--- config.mk ---
export PLATFORM = sky130hd
export DESIGN_NAME = branch_hazard_ctrl
export DESIGN_NICKNAME = d
export VERILOG_FILES = /design/src/rtl/bh_pkg.sv /design/src/rtl/bh_branch_resolve.sv /design/src/rtl/bh_policy.sv /design/src/rtl/bh_fetch_state.sv /design/src/rtl/branch_hazard_ctrl.sv
export SDC_FILE = /design/constraint.sdc
export NUM_CORES = 1
export LEC_CHECK = 0
export BUFFER_PORTS_ARGS = -buffer_cell sky130_fd_sc_hd__buf_4
export CAP_MARGIN = 25
export CORE_ASPECT_RATIO = 1.1
export CORE_MARGIN = 4
export CORE_UTILIZATION = 31
export DETAILED_ROUTE_END_ITERATION = 10
export PLACE_DENSITY = 0.54
export SLEW_MARGIN = 25
export SYNTH_ARGS = -nofsm -noshare
export SYNTH_HDL_FRONTEND = slang
export SYNTH_SLANG_ARGS = --single-unit
export TNS_END_PERCENT = 10
--- constraint.sdc ---
create_clock -name clk_i -period 3.8 [get_ports clk_i]
set_clock_uncertainty 0.2 [all_clocks]
set_input_delay 0.38 -clock clk_i [delete_from_list [all_inputs] [get_ports clk_i]]
set_output_delay 0.38 -clock clk_i [all_outputs]
set_load 0.01 [all_outputs]
--- src/rtl/bh_pkg.sv ---
package bh_pkg;
  typedef enum logic [1:0] {
    NPC_SEQ    = 2'b00,
    NPC_HOLD   = 2'b01,
    NPC_TARGET = 2'b10
  } npc_sel_e;

  typedef enum logic [1:0] {
    POL_STALL  = 2'b00,
    POL_DELAY  = 2'b01,
    POL_PNT    = 2'b10,
    POL_STALL2 = 2'b11
  } policy_e;

  typedef enum logic [1:0] {
    BR_NONE = 2'b00,
    BR_EQ   = 2'b01,
    BR_NE   = 2'b10,
    BR_RSVD = 2'b11
  } br_kind_e;
endpackage

--- src/rtl/bh_branch_resolve.sv ---
module bh_branch_resolve
  import bh_pkg::*;
#(
  parameter int PC_W   = 32,
  parameter int DATA_W = 32,
  parameter int OFF_W  = 16
) (
  input  logic              id_valid_i,
  input  logic [PC_W-1:0]   id_pc_i,
  input  logic [1:0]        br_type_i,
  input  logic [OFF_W-1:0]  offset_i,
  input  logic [DATA_W-1:0] rs_data_i,
  input  logic [DATA_W-1:0] rt_data_i,
  output logic              is_branch_o,
  output logic              taken_o,
  output logic [PC_W-1:0]   target_o
);
  localparam int EXT_W = PC_W - OFF_W - 2;
  localparam logic [PC_W-1:0] STEP = PC_W'(4);

  br_kind_e kind;
  logic     same;
  logic [PC_W-1:0] disp;

  assign kind = br_kind_e'(br_type_i);
  assign same = (rs_data_i == rt_data_i);

  generate
    if (EXT_W > 0) begin : g_ext
      assign disp = {{EXT_W{offset_i[OFF_W-1]}}, offset_i, 2'b00};
    end else begin : g_trunc
      assign disp = PC_W'({offset_i, 2'b00});
    end
  endgenerate

  always_comb begin
    is_branch_o = 1'b0;
    taken_o     = 1'b0;
    if (id_valid_i) begin
      unique case (kind)
        BR_EQ: begin is_branch_o = 1'b1; taken_o = same;  end
        BR_NE: begin is_branch_o = 1'b1; taken_o = !same; end
        default: ;
      endcase
    end
  end

  assign target_o = id_pc_i + STEP + disp;
endmodule

--- src/rtl/bh_policy.sv ---
module bh_policy
  import bh_pkg::*;
(
  input  logic [1:0] mode_i,
  input  logic       is_branch_i,
  input  logic       taken_i,
  output logic [1:0] npc_sel_o,
  output logic       stall_o,
  output logic       squash_o,
  output logic       slot_valid_o
);
  policy_e  pol;
  npc_sel_e sel;

  assign pol = policy_e'(mode_i);

  always_comb begin
    sel      = NPC_SEQ;
    stall_o  = 1'b0;
    squash_o = 1'b0;
    unique case (pol)
      POL_DELAY: begin
        if (taken_i) sel = NPC_TARGET;
      end
      POL_PNT: begin
        if (taken_i) begin
          sel      = NPC_TARGET;
          squash_o = 1'b1;
        end
      end
      default: begin
        // mode 11 aliases stall
        if (is_branch_i) begin
          stall_o = 1'b1;
          sel     = taken_i ? NPC_TARGET : NPC_HOLD;
        end
      end
    endcase
  end

  assign npc_sel_o    = sel;
  assign slot_valid_o = !(stall_o || squash_o);

  always_comb begin
    assert_stall_squash_excl_R6: assert (!(stall_o && squash_o));
  end
endmodule

--- src/rtl/bh_fetch_state.sv ---
module bh_fetch_state
  import bh_pkg::*;
#(
  parameter int PC_W = 32
) (
  input  logic            clk_i,
  input  logic            rst_ni,
  input  logic [1:0]      npc_sel_i,
  input  logic [PC_W-1:0] target_i,
  input  logic            slot_valid_i,
  output logic [PC_W-1:0] pc_o,
  output logic [PC_W-1:0] id_pc_o,
  output logic            id_valid_o
);
  localparam logic [PC_W-1:0] STEP = PC_W'(4);

  logic [PC_W-1:0] pc_q, id_pc_q, pc_d;
  logic            id_valid_q;

  always_comb begin
    unique case (npc_sel_e'(npc_sel_i))
      NPC_TARGET: pc_d = target_i;
      NPC_HOLD:   pc_d = pc_q;
      default:    pc_d = pc_q + STEP;
    endcase
  end

  always_ff @(posedge clk_i or negedge rst_ni) begin
    if (!rst_ni) begin
      pc_q       <= '0;
      id_pc_q    <= '0;
      id_valid_q <= 1'b0;
    end else begin
      pc_q       <= pc_d;
      id_pc_q    <= pc_q;
      id_valid_q <= slot_valid_i;
    end
  end

  assign pc_o       = pc_q;
  assign id_pc_o    = id_pc_q;
  assign id_valid_o = id_valid_q;

  assert_seq_step_R2: assert property (@(posedge clk_i) disable iff (!rst_ni)
    (npc_sel_i == NPC_SEQ) |=> (pc_o == $past(pc_o) + STEP));
  assert_hold_pc_R5: assert property (@(posedge clk_i) disable iff (!rst_ni)
    (npc_sel_i == NPC_HOLD) |=> (pc_o == $past(pc_o)));
  assert_target_load_R4: assert property (@(posedge clk_i) disable iff (!rst_ni)
    (npc_sel_i == NPC_TARGET) |=> (pc_o == $past(target_i)));
  assert_bubble_R7: assert property (@(posedge clk_i) disable iff (!rst_ni)
    !slot_valid_i |=> !id_valid_o);
endmodule

--- src/rtl/branch_hazard_ctrl.sv ---
module branch_hazard_ctrl
  import bh_pkg::*;
#(
  parameter int PC_W   = 32,
  parameter int DATA_W = 32,
  parameter int OFF_W  = 16
) (
  input  logic              clk_i,
  input  logic              rst_ni,
  input  logic [1:0]        mode_i,
  input  logic [1:0]        br_type_i,
  input  logic [OFF_W-1:0]  offset_i,
  input  logic [DATA_W-1:0] rs_data_i,
  input  logic [DATA_W-1:0] rt_data_i,
  output logic [PC_W-1:0]   pc_o,
  output logic [PC_W-1:0]   id_pc_o,
  output logic              id_valid_o,
  output logic [1:0]        npc_sel_o,
  output logic              fetch_stall_o,
  output logic              squash_o
);
  logic            is_branch, taken, slot_valid;
  logic [PC_W-1:0] target;

  bh_branch_resolve #(.PC_W(PC_W), .DATA_W(DATA_W), .OFF_W(OFF_W)) i_resolve (
    .id_valid_i (id_valid_o),
    .id_pc_i    (id_pc_o),
    .br_type_i  (br_type_i),
    .offset_i   (offset_i),
    .rs_data_i  (rs_data_i),
    .rt_data_i  (rt_data_i),
    .is_branch_o(is_branch),
    .taken_o    (taken),
    .target_o   (target)
  );

  bh_policy i_policy (
    .mode_i      (mode_i),
    .is_branch_i (is_branch),
    .taken_i     (taken),
    .npc_sel_o   (npc_sel_o),
    .stall_o     (fetch_stall_o),
    .squash_o    (squash_o),
    .slot_valid_o(slot_valid)
  );

  bh_fetch_state #(.PC_W(PC_W)) i_fetch (
    .clk_i       (clk_i),
    .rst_ni      (rst_ni),
    .npc_sel_i   (npc_sel_o),
    .target_i    (target),
    .slot_valid_i(slot_valid),
    .pc_o        (pc_o),
    .id_pc_o     (id_pc_o),
    .id_valid_o  (id_valid_o)
  );

  assert_quiet_invalid_R8: assert property (@(posedge clk_i) disable iff (!rst_ni)
    !id_valid_o |-> (!fetch_stall_o && !squash_o && npc_sel_o == NPC_SEQ));
  assert_delay_keeps_slot_R6: assert property (@(posedge clk_i) disable iff (!rst_ni)
    (mode_i == POL_DELAY && is_branch) |=> id_valid_o);
  assert_squash_redirect_R7: assert property (@(posedge clk_i) disable iff (!rst_ni)
    squash_o |-> (npc_sel_o == NPC_TARGET));
  assert_reset_state_R1: assert property (@(posedge clk_i)
    !rst_ni |-> (pc_o == '0 && !id_valid_o));
endmodule

* Word level (Yosys, flattened, before mapping)
Cells that the tools add are included.
** Operators by class
- Eq/ne operators :: 7
- Add/subtract/negate cells :: 3
- Reduce and logical (&&, ||, !) cells :: 5
- Mux-type cells :: 13
** Operator list (number)
- adder 32 x 3 -> 32 bit (second input constant) :: 2
- case mux 32 bit (2 select lines) :: 1
- adder 32 bit :: 1
- == test 32 bit :: 1
- two-way mux 2 bit :: 4
- two-way mux 1 bit :: 7
- == test 2 x 1 -> 1 bit (second input constant) :: 3
- == test 2 bit (second input constant) :: 3
- OR reduction 2 bit :: 2
- zero test 1 bit :: 2
- case mux 1 bit (2 select lines) :: 1
- logical OR 1 bit :: 1
** Storage, ports and cells
- Register bits :: 65
- Bits of input ports :: 86
- Output and inout bits :: 69
- Logic and storage cells :: 31

* Logic depth before layout (Yosys ltp)
Gate-level depths: netlist (run 1).
- Depth in word-level cells :: 9
- Gate-level depth with buffers :: 13
- Gate-level depth less buffers :: 13

* By module
Synthesis (run 1) repeated with hierarchy kept, for this count alone.
** Second synthesis, totals
- Cell total of the unflattened synthesis :: 569
- Area, all modules :: 5256.3 sq um
** Modules (own cells, without submodules)
- bh_fetch_state :: seq. area each 1626.6 sq um, cells an instance 263, area an instance 2871.5 sq um, times used 1
- bh_branch_resolve :: seq. area each 0.0 sq um, cells an instance 298, area an instance 2322.2 sq um, times used 1
- bh_policy :: seq. area each 0.0 sq um, cells an instance 8, area an instance 62.6 sq um, times used 1

* Worst setup path before layout (run 1)
Ideal clock, no wire load.
- Kind :: register -> register
- Start :: reg i_fetch.id_pc_q[3], in the netlist i_fetch.id_pc_o[3]
- End :: reg i_fetch.pc_q[27], in the netlist i_fetch.pc_o[27]
- Slack :: 0.529 ns
- Period minus slack after synthesis :: 3.271 ns
- Required time :: 3.476 ns
- Arrival :: 2.947 ns
- Path buffers :: 0
- Library setup time :: 0.124 ns
- Stages on the path, launching flop included :: 12
- Path through :: dfrtp_1 ha_1 ha_1 fa_1 a21o_1 a311oi_2 o31a_2 o21ai_2 a211o_1 a31oi_1 xnor2_1 a211o_1
** On the way
- Longest elaborated chain between the ends :: 3
** Ends and longest elaborated chain
- start, declared :: line bh_fetch_state.sv:17 : logic [PC_W-1:0] pc_q, id_pc_q, pc_d;
- start signal, assigned :: line bh_fetch_state.sv:35 : id_pc_q <= pc_q;
- adder 32 x 3 -> 32 bit :: line bh_branch_resolve.sv:48 : assign target_o = id_pc_i + STEP + disp;
- adder 32 bit :: line bh_branch_resolve.sv:48
- case mux 32 bit (2 select lines) :: line bh_fetch_state.sv:21 : unique case (npc_sel_e'(npc_sel_i))
- end signal, assigned :: line bh_fetch_state.sv:34 : pc_q <= pc_d;
- end, declared :: line bh_fetch_state.sv:17
Every way passes these cells.
A chain may end at the register's enable or synchronous reset.

* Final worst setup path (run 1)
Same ends and word-level chain as after synthesis.

==> results of run 1 <==
## logic make-up after synthesis
group / after synthesis
adder cells (fa/ha/maj): 62
buffers and inverters: 37
multiplexers: 4
AND/OR/NAND/NOR: 153
flip-flops: 65
AO/OA/AOI/OAI: 169
XOR/XNOR: 60
## placed cells by master (no fill, tap or decap), types with 14 or more instances in the layout
cell type  count
xnor2_1       50
nand2_1       54
nand4_1       14
dfrtp_1       65
ha_1          61
a21oi_1       54
inv_1         16
nor2_1        29
buf_4        160
nand3_1       18
o21ai_1       26
## power by group
group | leakage, nW | internal, W | switching (W) | total [W]
logic | 2.18 | 0.00148 | 0.00172 | 0.00320
clock network | 0.149 | 0.000511 | 0.000306 | 0.000817
registers | 0.761 | 0.00100 | 0.000394 | 0.00140
total | 3.09 | 0.00299 | 0.00242 | 0.00541
## layer usage
layer | GRT usage [%] | share of wire, % | routed length, um
met5 | 0 | 0 | 0
met3 | 2.92 | 6.2 | 926
met1 | 20.6 | 42 | 6160
met4 | 5.69 | 1.3 | 200
met2 | 29.4 | 51 | 7520
## area by class of cell
class / instances / area share [%]
clock inverters: 2 / 0.151
multi-input cells: 448 / 48.1
clock buffers: 14 / 4.29
well taps: 200 / 3.78
repair buffers: 160 / 18.1
flip-flops and latches: 65 / 24.6
inverters: 18 / 1.02
## stage by stage
stage	utilization, %	hold WS, ps	instances	cell area [um^2]
after floorplan	-	-116	550	4960
after global placement	40.4	182	891	6330
after detailed placement	40.4	190	891	6330
after CTS	42.2	0.789	907	6620
after global routing	42.2	39.3	907	6620
final	42.2	-36.4	907	6620
## state kept, by name, summed over array words and instances, names as in the netlist
register	flops
i_fetch.pc_o	32
i_fetch.id_pc_o	32
i_fetch.id_valid_o	1
## worst paths after layout
kind | slack [ps] | to | depth (start not counted) | from
max | 180 | i_fetch.pc_o[27] | 11 | i_fetch.id_pc_o[3]
min | -40 | i_fetch.id_pc_o[4] | 1 | rst_ni
max reg2reg | 180 | i_fetch.pc_o[27] | 11 | i_fetch.id_pc_o[3]
min reg2reg | 200 | i_fetch.id_pc_o[1] | 0 | i_fetch.pc_o[1]
max in group asynchronous | 2850 | i_fetch.id_pc_o[31] | 1 | rst_ni
min in group clk_i | 200 | i_fetch.id_pc_o[1] | 0 | i_fetch.pc_o[1]
==> metrics.txt, run 1 <==
CTS Sinks 65; Buf+Inv Stages, Crit Path 0; Max VDD drop 0.247 mV; Critical Path RT 3820 ps; Ys Warns 0; setup ws final 181 ps; final weighted congestion in routability-driven placement 0.828; DP HPWL 11.5 mm; syn nets 698; WP data arrival 3630 ps; global-route wire length before repair 24.7 mm; Vias 4819; post-CTS resize count 0; Initial Util 31.7%; total core area 15700 um^2; setup TNS 0 ps; Most used DFF post-synth dfrtp_1; Clk Tree Root Cell clkbuf_16; total CTS buffers 9; status finished with violations; H-tree depth 3; IO buf count 154; final setup fails 0; CTS tree yes; Compound-Gate Fraction of Synth Area 21.8%; layout cell share with drive strength beyond 1 26.9%; sequential element share of the synthesized area 32.8%; fraction of the mapped netlist area in simple logic gates 15.0%; asr flop ratio synth 100%; Gate Count Post-Synth 550; post-synth top area cell dfrtp_1; Slew @ Worst Pin 883 ps; Place WS 109 ps; Final Power 0.00541 W; FILL cells 1539; IO Count 155; mux share of post-synthesis cell area 0.883%; mapped cell area 4960 um^2; WL final 14.8 mm; Die Area 18100 um^2; worst path cell trace ha_1 > ha_1 > fa_1 > a21o_1 > a311oi_2 > o31a_2 > o21ai_2 > a211o_1 > a31oi_1 > xnor2_1 > a211o_1; CTS Buffer Depth 2; worst hold margin -36.4 ps; worst slew margin relative to its limit 41.1%; combinational family with the most area after synthesis compound AO/OA/AOI/OAI gates; CP top delay family compound AO/OA/AOI/OAI gates; syn_area_per_cell 9.02 um^2; Synth area leaders dfrtp_1, ha_1, xnor2_1; count of cell types in the netlist 64; worst skew pair latency 330 ps; crit path capture type flip-flop; failing checks negative hold slack; fin crit period 3620 ps; setup repair bufs after CTS 0; CP Max Fanout 4; Area Growth Syn to Fin 33.4%; most common cell in the netlist dfrtp_1; EDFF count, synth 0; diode count 0; FP Rows 48; Initial DRT Pass Iterations 5; vias in the first global route 4938; wire length per cell 16.3 um; Die Ht 141 um; Tcrit/Tclk final 95.2%; Power Dens Cells 817 nW/um^2; Startpoint Class flip-flop; initial antenna violation count 0; GRT Resource Usage Total 16.8%; post-synthesis adder-cell area fraction 15.8%; Leak 3.09 nW; Synth top area share 32.8%; Worst Hold Class input pin to async pin; crit-path max cell delay 440 ps; Storage cell area 1630 um^2; pins over their slew limit 0; CP max-delay cell a311oi_2; gr ovfl total 0; DRC Markers 0; register bit total from synthesis 65; pin count of the biggest net entering global routing 66; Final Hold Fails 39; top post-synthesis cells by count dfrtp_1, ha_1, a21oi_1, nand2_1, xnor2_1; Die X 129 um; post-route ant nets 0; Detailed Route Iter0 Violations 283; max-cap violations 0; CP Class flip-flop to flip-flop; clk slew on worst S/H paths 60 ps; multi-input logic area 3180 um^2; CTS hold repair buffers 0; nets@finish 850; unrepaired setup endpoints after global routing false; via/cell ratio 5.31; Post-Synth XOR/XNOR Area 10.6%; Max Clk Rate 276 MHz
(Power assumes the default switching activity.)
==> run 2, diff against run 1 <==
- CORE_UTILIZATION: 31 -> 52
- CTS_CLUSTER_DIAMETER: unset -> 150
- PLACE_DENSITY: 0.54 -> 0.82
==> run 2 against run 1 <==
Compared with the run above: the flow now finishes without violations; fmax is 1.1% higher; non-clock buffer count decreased by 3; cell area is 2.9% lower; clock-buffer cell count shrank 3; sequential share of layout area increased by 0.72 points; flip-flop and latch count unchanged; register-to-register slack improved by 40 ps; routed wire length shrank 5.2%; final cell count fell by 9.5%; combinational power is essentially flat; largest power group unchanged.
==> metrics.txt, run 2 (same netlist as run 1, synthesis figures left out) <==
Critical Path RT 3840 ps (+20 ps); Logic pwr share 60.8% (+1.7 points); commonest cells after routing, fill and taps aside buf_4, dfrtp_1, ha_1; setup repair bufs after CTS 0 (unchanged); Die Ht 110 um (-21%); initial antenna violation count 0 (unchanged); post-route ant nets 0 (unchanged); Final Hold Fails 0 (-100%); Worst Hold Class flip-flop to flip-flop; Clk Tree Root Cell clkbuf_8; final setup fails 0 (unchanged); DRC Markers 0 (unchanged); Net Sw Power 0.00242 W (+0.17%); pins over their slew limit 0 (unchanged); layout cell share with drive strength beyond 1 26.6% (-0.31 points); Leak 3.04 nW (-1.6%); CTS hold repair buffers 1 (+1); gr ovfl total 0 (unchanged); Die X 101 um (-21%); IO Count 155 (unchanged); Buf+Inv Stages, Crit Path 0 (unchanged); DP HPWL 10.9 mm (-4.7%); CTS tree yes; final core utilization 68.8% (+27 points); internal reg-to-reg setup slack 220 ps (+40 ps); max-cap violations 0 (unchanged); Die Area 11200 um^2 (-38%); total core area 9350 um^2 (-40%); CP Max Fanout 4 (unchanged); WL final 14.1 mm (-5.2%); diode count 0 (unchanged); Area Growth Syn to Fin 29.6%; WP data arrival 3620 ps (about the same); CP max-delay cell fa_1; wire length per cell 17.1 um (+4.8%); fin crit period 3580 ps (-40.2 ps); worst slew margin relative to its limit 43.3% (+2.2 points); CP Class flip-flop to flip-flop; final weighted congestion in routability-driven placement 0.891 (+7.6%); Max VDD drop 0.309 mV (+25%); switching part of the total 45.7% (+0.95 points); status complete, no violations; via/cell ratio 5.98 (+13%); worst skew pair latency 360 ps (+30 ps); unrepaired setup endpoints after global routing false; nets@finish 847 (-0.35%); Vias 4909 (+1.9%); total CTS buffers 9 (unchanged); vias in the first global route 4996 (+1.2%); Startpoint Class flip-flop; Final Power 0.00531 W (-1.9%); CTS Buffer Depth 2 (unchanged); P_int 0.00288 W (-3.6%); share of power burned in registers 26.3% (+0.5 points); Place WS 152 ps (+42.8 ps); clk slew on worst S/H paths 70 ps (about the same); worst path cell trace ha_1 > ha_1 > fa_1 > a21o_1 > a311oi_2 > o31a_2 > o21ai_2 > a211o_1 > a31oi_1 > xnor2_1 > a211o_1; H-tree depth 3 (unchanged); GRT Resource Usage Total 25.8% (+9.1 points); CP top delay family compound AO/OA/AOI/OAI gates; Detailed Route Iter0 Violations 440 (+55%); Power Dens Cells 825 nW/um^2 (+0.96%); Slew @ Worst Pin 850 ps (-32.3 ps); pin count of the biggest net entering global routing 66 (unchanged); Initial Util 53.1% (+21 points); crit path capture type flip-flop; post-CTS resize count 0 (unchanged); Initial DRT Pass Iterations 6 (+1); FILL cells 768 (-50%); global-route wire length before repair 23.6 mm (-4.6%); Clk network pwr share 12.9% (-2.2 points); crit-path max cell delay 420 ps (-20 ps); Tcrit/Tclk final 94.2% (-1.1 points); FP Rows 37 (-23%); Max Clk Rate 279 MHz (+1.1%); CTS Sinks 65 (unchanged); setup TNS 0 ps (unchanged); setup ws final 221 ps (+40.2 ps); most common cell after layout, fill and taps aside buf_4; IO buf count 154 (unchanged)
run 2: cell types whose count changed in the layout (fill, tap and decap cells not counted), sizes merged:
cell / previous run / this run
buf: 160 / 156
bufinv: 0 / 2
clkbuf: 14 / 11
clkinvlp: 0 / 1
dlygate4sd3: 0 / 1
run 2: final cells by class:
class                           count  area (um^2)  area share, %
Sequential cell                    65         1630           25.3
Clock inverter                      5         77.6           1.21
Tap cell                          117          146           2.28
Inverter                           18         67.6           1.05
Timing Repair Buffer              157         1180           18.4
Clock buffer                       11          151           2.35
Multi-Input combinational cell    448         3180           49.5
run 2: metal layers:
layer | global-route usage (%) | wire (um) | up-vias
li1 | - | - | 2317
met1 | 33.2 | 5780 | 2323
met2 | 42.8 | 6920 | 244
met3 | 4.04 | 1030 | 25
met4 | 10.6 | 324 | 0
met5 | 0 | 0 | -
run 2: per-stage QoR:
stage	hold slack, ps	cell area, um^2	std cells
floorplan	-116	4960	550
global placement	181	6190	804
detailed placement	188	6190	804
CTS	205	6430	821
global route	225	6430	821
finish	198	6430	821
run 2: path summary, 6_finish.rpt:
| check | startpoint | cells past startpoint | to |
|---|---|---|---|
| worst max-delay path | i_fetch.id_pc_o[3] | 11 | i_fetch.pc_o[27] |
| worst min-delay path | i_fetch.pc_o[1] | 0 | i_fetch.id_pc_o[1] |
| worst max register to register | i_fetch.id_pc_o[3] | 11 | i_fetch.pc_o[27] |
| worst min register to register | i_fetch.pc_o[1] | 0 | i_fetch.id_pc_o[1] |
| max in group asynchronous | rst_ni | 2 | i_fetch.id_pc_o[13] |
| min in group asynchronous | rst_ni | 2 | i_fetch.id_pc_o[6] |
run 2: power by group through the flow:
stage | clock [W] | sequential, W | combinational [W]
5_1_grt | 0.000730 | 0.00145 | 0.00356
3_5_place_dp | 0 | 0.00140 | 0.00318
4_1_cts | 0.000695 | 0.00139 | 0.00321
6_report | 0.000687 | 0.00139 | 0.00323
2_1_floorplan | 0 | 0.00143 | 0.00196
3_3_place_gp | 0 | 0.00138 | 0.00312
==> run 3, diff against run 2 <==
- ABC_CLOCK_PERIOD_IN_PS: unset -> 4100
- CAP_MARGIN: 25 -> unset
- clock period: 3.8 -> 4.1 ns (I/O delays scaled with it)
==> run 3 against run 2 <==
Compared with the run above: final cell count unchanged; worst setup slack improved by 320 ps; cell area decreased by 0.41%; sequential power decreased by 6%; critical path type unchanged; routed wire length increased by 4.6%.
==> metrics.txt, run 3 (same netlist as run 1, synthesis figures left out) <==
status complete, no violations; gr ovfl total 0 (unchanged); Worst Hold Class flip-flop to flip-flop; worst path cell trace ha_1 > ha_1 > fa_1 > a21o_1 > a311oi_2 > o31a_2 > o21ai_2 > a211o_1 > a31oi_1 > xnor2_1 > a211o_1; pin count of the biggest net entering global routing 66 (unchanged); worst slew margin relative to its limit 43.3% (about the same); nets@finish 848 (+0.12%); FP Rows 37 (unchanged); Max Clk Rate 281 MHz (+0.65%); fin area 6410 um^2 (-0.41%); Die Area 11200 um^2 (unchanged); H-tree depth 3 (unchanged); Buf+Inv Stages, Crit Path 0 (unchanged); CTS Sinks 65 (unchanged); pins over their slew limit 0 (unchanged); Power Dens Cells 762 nW/um^2 (-7.6%); CTS tree yes; Leak 3.04 nW (-0.26%); Initial Util 53.1% (unchanged); Tcrit/Tclk final 86.7% (-7.5 points); Storage cell area 1630 um^2 (unchanged); DP HPWL 11.4 mm (+4.3%); IO buf count 154 (unchanged); Vias 4989 (+1.6%); crit path capture type flip-flop; crit-path max cell delay 420 ps (about the same); FILL cells 772 (+0.52%); Place WS 428 ps (+276 ps); CP Class flip-flop to flip-flop; final core utilization 68.5% (-0.28 points); most common cell after layout, fill and taps aside buf_4; Max VDD drop 0.328 mV (+6.4%); Area Growth Syn to Fin 29.1%; IO Count 155 (unchanged); unrepaired setup endpoints after global routing false; CP Max Fanout 4 (unchanged); CP top delay family compound AO/OA/AOI/OAI gates; layout cell share with drive strength beyond 1 26.4% (-0.14 points); global-route wire length before repair 24.3 mm (+3.2%); CTS Buffer Depth 2 (unchanged); Die Ht 110 um (unchanged); setup TNS 0 ps (unchanged); setup repair bufs after CTS 0 (unchanged); WL final 14.7 mm (+4.6%); GRT Resource Usage Total 26.7% (+0.89 points); via/cell ratio 6.08 (+1.6%); setup ws final 544 ps (+323 ps); Clk Tree Root Cell clkbuf_8; Die X 101 um (unchanged); worst skew pair latency 360 ps (about the same); multi-input logic area 3180 um^2 (unchanged); post-route ant nets 0 (unchanged); DRC Markers 0 (unchanged); CP max-delay cell fa_1; Initial DRT Pass Iterations 5 (-1); Critical Path RT 4140 ps (+300 ps); initial antenna violation count 0 (unchanged); vias in the first global route 5100 (+2.1%); clk slew on worst S/H paths 70 ps (about the same); total CTS buffers 9 (unchanged); final weighted congestion in routability-driven placement 0.875 (-1.7%); final setup fails 0 (unchanged); diode count 0 (unchanged); Slew @ Worst Pin 851 ps (+0.189 ps); Final Hold Fails 0 (unchanged); fin crit period 3560 ps (-23.3 ps); Finished Layout Cells 821 (unchanged); Placed Cells 805 (+0.12%); max-cap violations 0 (unchanged); Startpoint Class flip-flop; total core area 9350 um^2 (unchanged); commonest cells after routing, fill and taps aside buf_4, dfrtp_1, ha_1; WP data arrival 3600 ps (-20 ps); dpl cell area 6200 um^2 (+0.12%); Detailed Route Iter0 Violations 365 (-17%); wire length per cell 17.9 um (+4.6%)
run 3: changes by cell type in the layout (fill, tap and decap cells not counted), sizes merged:
| cell | before | now |
|---|---|---|
| buf | 156 | 157 |
| clkinvlp | 1 | 0 |
| clkbuf | 11 | 12 |
| bufinv | 2 | 1 |
run 3: path summary, 6_finish.rpt:
kind                                    start            endpoint  slack, ps  cells past startpoint
setup / recovery           i_fetch.id_pc_o[3]    i_fetch.pc_o[27]        540                     11
hold / removal                i_fetch.pc_o[1]  i_fetch.id_pc_o[1]        200                      0
max in group asynchronous              rst_ni    i_fetch.pc_o[29]       2640                      2
hold reg to reg               i_fetch.pc_o[1]  i_fetch.id_pc_o[1]        200                      0
setup reg to reg           i_fetch.id_pc_o[3]    i_fetch.pc_o[27]        540                     11
min in group asynchronous              rst_ni  i_fetch.id_pc_o[6]        490                      2
run 3: power breakdown:
| group | internal, W | switching [W] |
|---|---|---|
| logic | 0.00137 | 0.00165 |
| clock network | 0.000309 | 0.000251 |
| registers | 0.000928 | 0.000368 |
run 3: stage by stage:
stage | hold slack (ps) | power (W)
2_1_floorplan | -85.6 | 0.00314
3_3_place_gp | 181 | 0.00418
3_5_place_dp | 189 | 0.00427
4_1_cts | 203 | 0.00486
5_1_grt | 224 | 0.00526
6_report | 202 | 0.00488
run 3: timing repair:
action | in CTS | in global routing
hold endpoints to repair | 40 | 0
gates resized for setup | 0 | 0
hold buffers | 1 | 0
setup endpoints to repair | 0 | 0
run 3: cell type report:
class / count / share of cell area, %
Inverter: 18 / 1.05
Sequential cell: 65 / 25.4
Multi-Input combinational cell: 448 / 49.7
Timing Repair Buffer: 158 / 18.6
Tap cell: 117 / 2.29
Clock buffer: 12 / 2.42
Clock inverter: 3 / 0.625
run 3: layer usage:
metal  vias up  GRT usage (%)  routed length, um  part of all wire [%]
met5         -              0                  0                     0
met3        32           3.54               1060                   7.2
li1       2329              -                  -                     -
met4         0           10.8                359                   2.4
met2       250           44.5               7410                    50
met1      2378           34.5               5860                    40
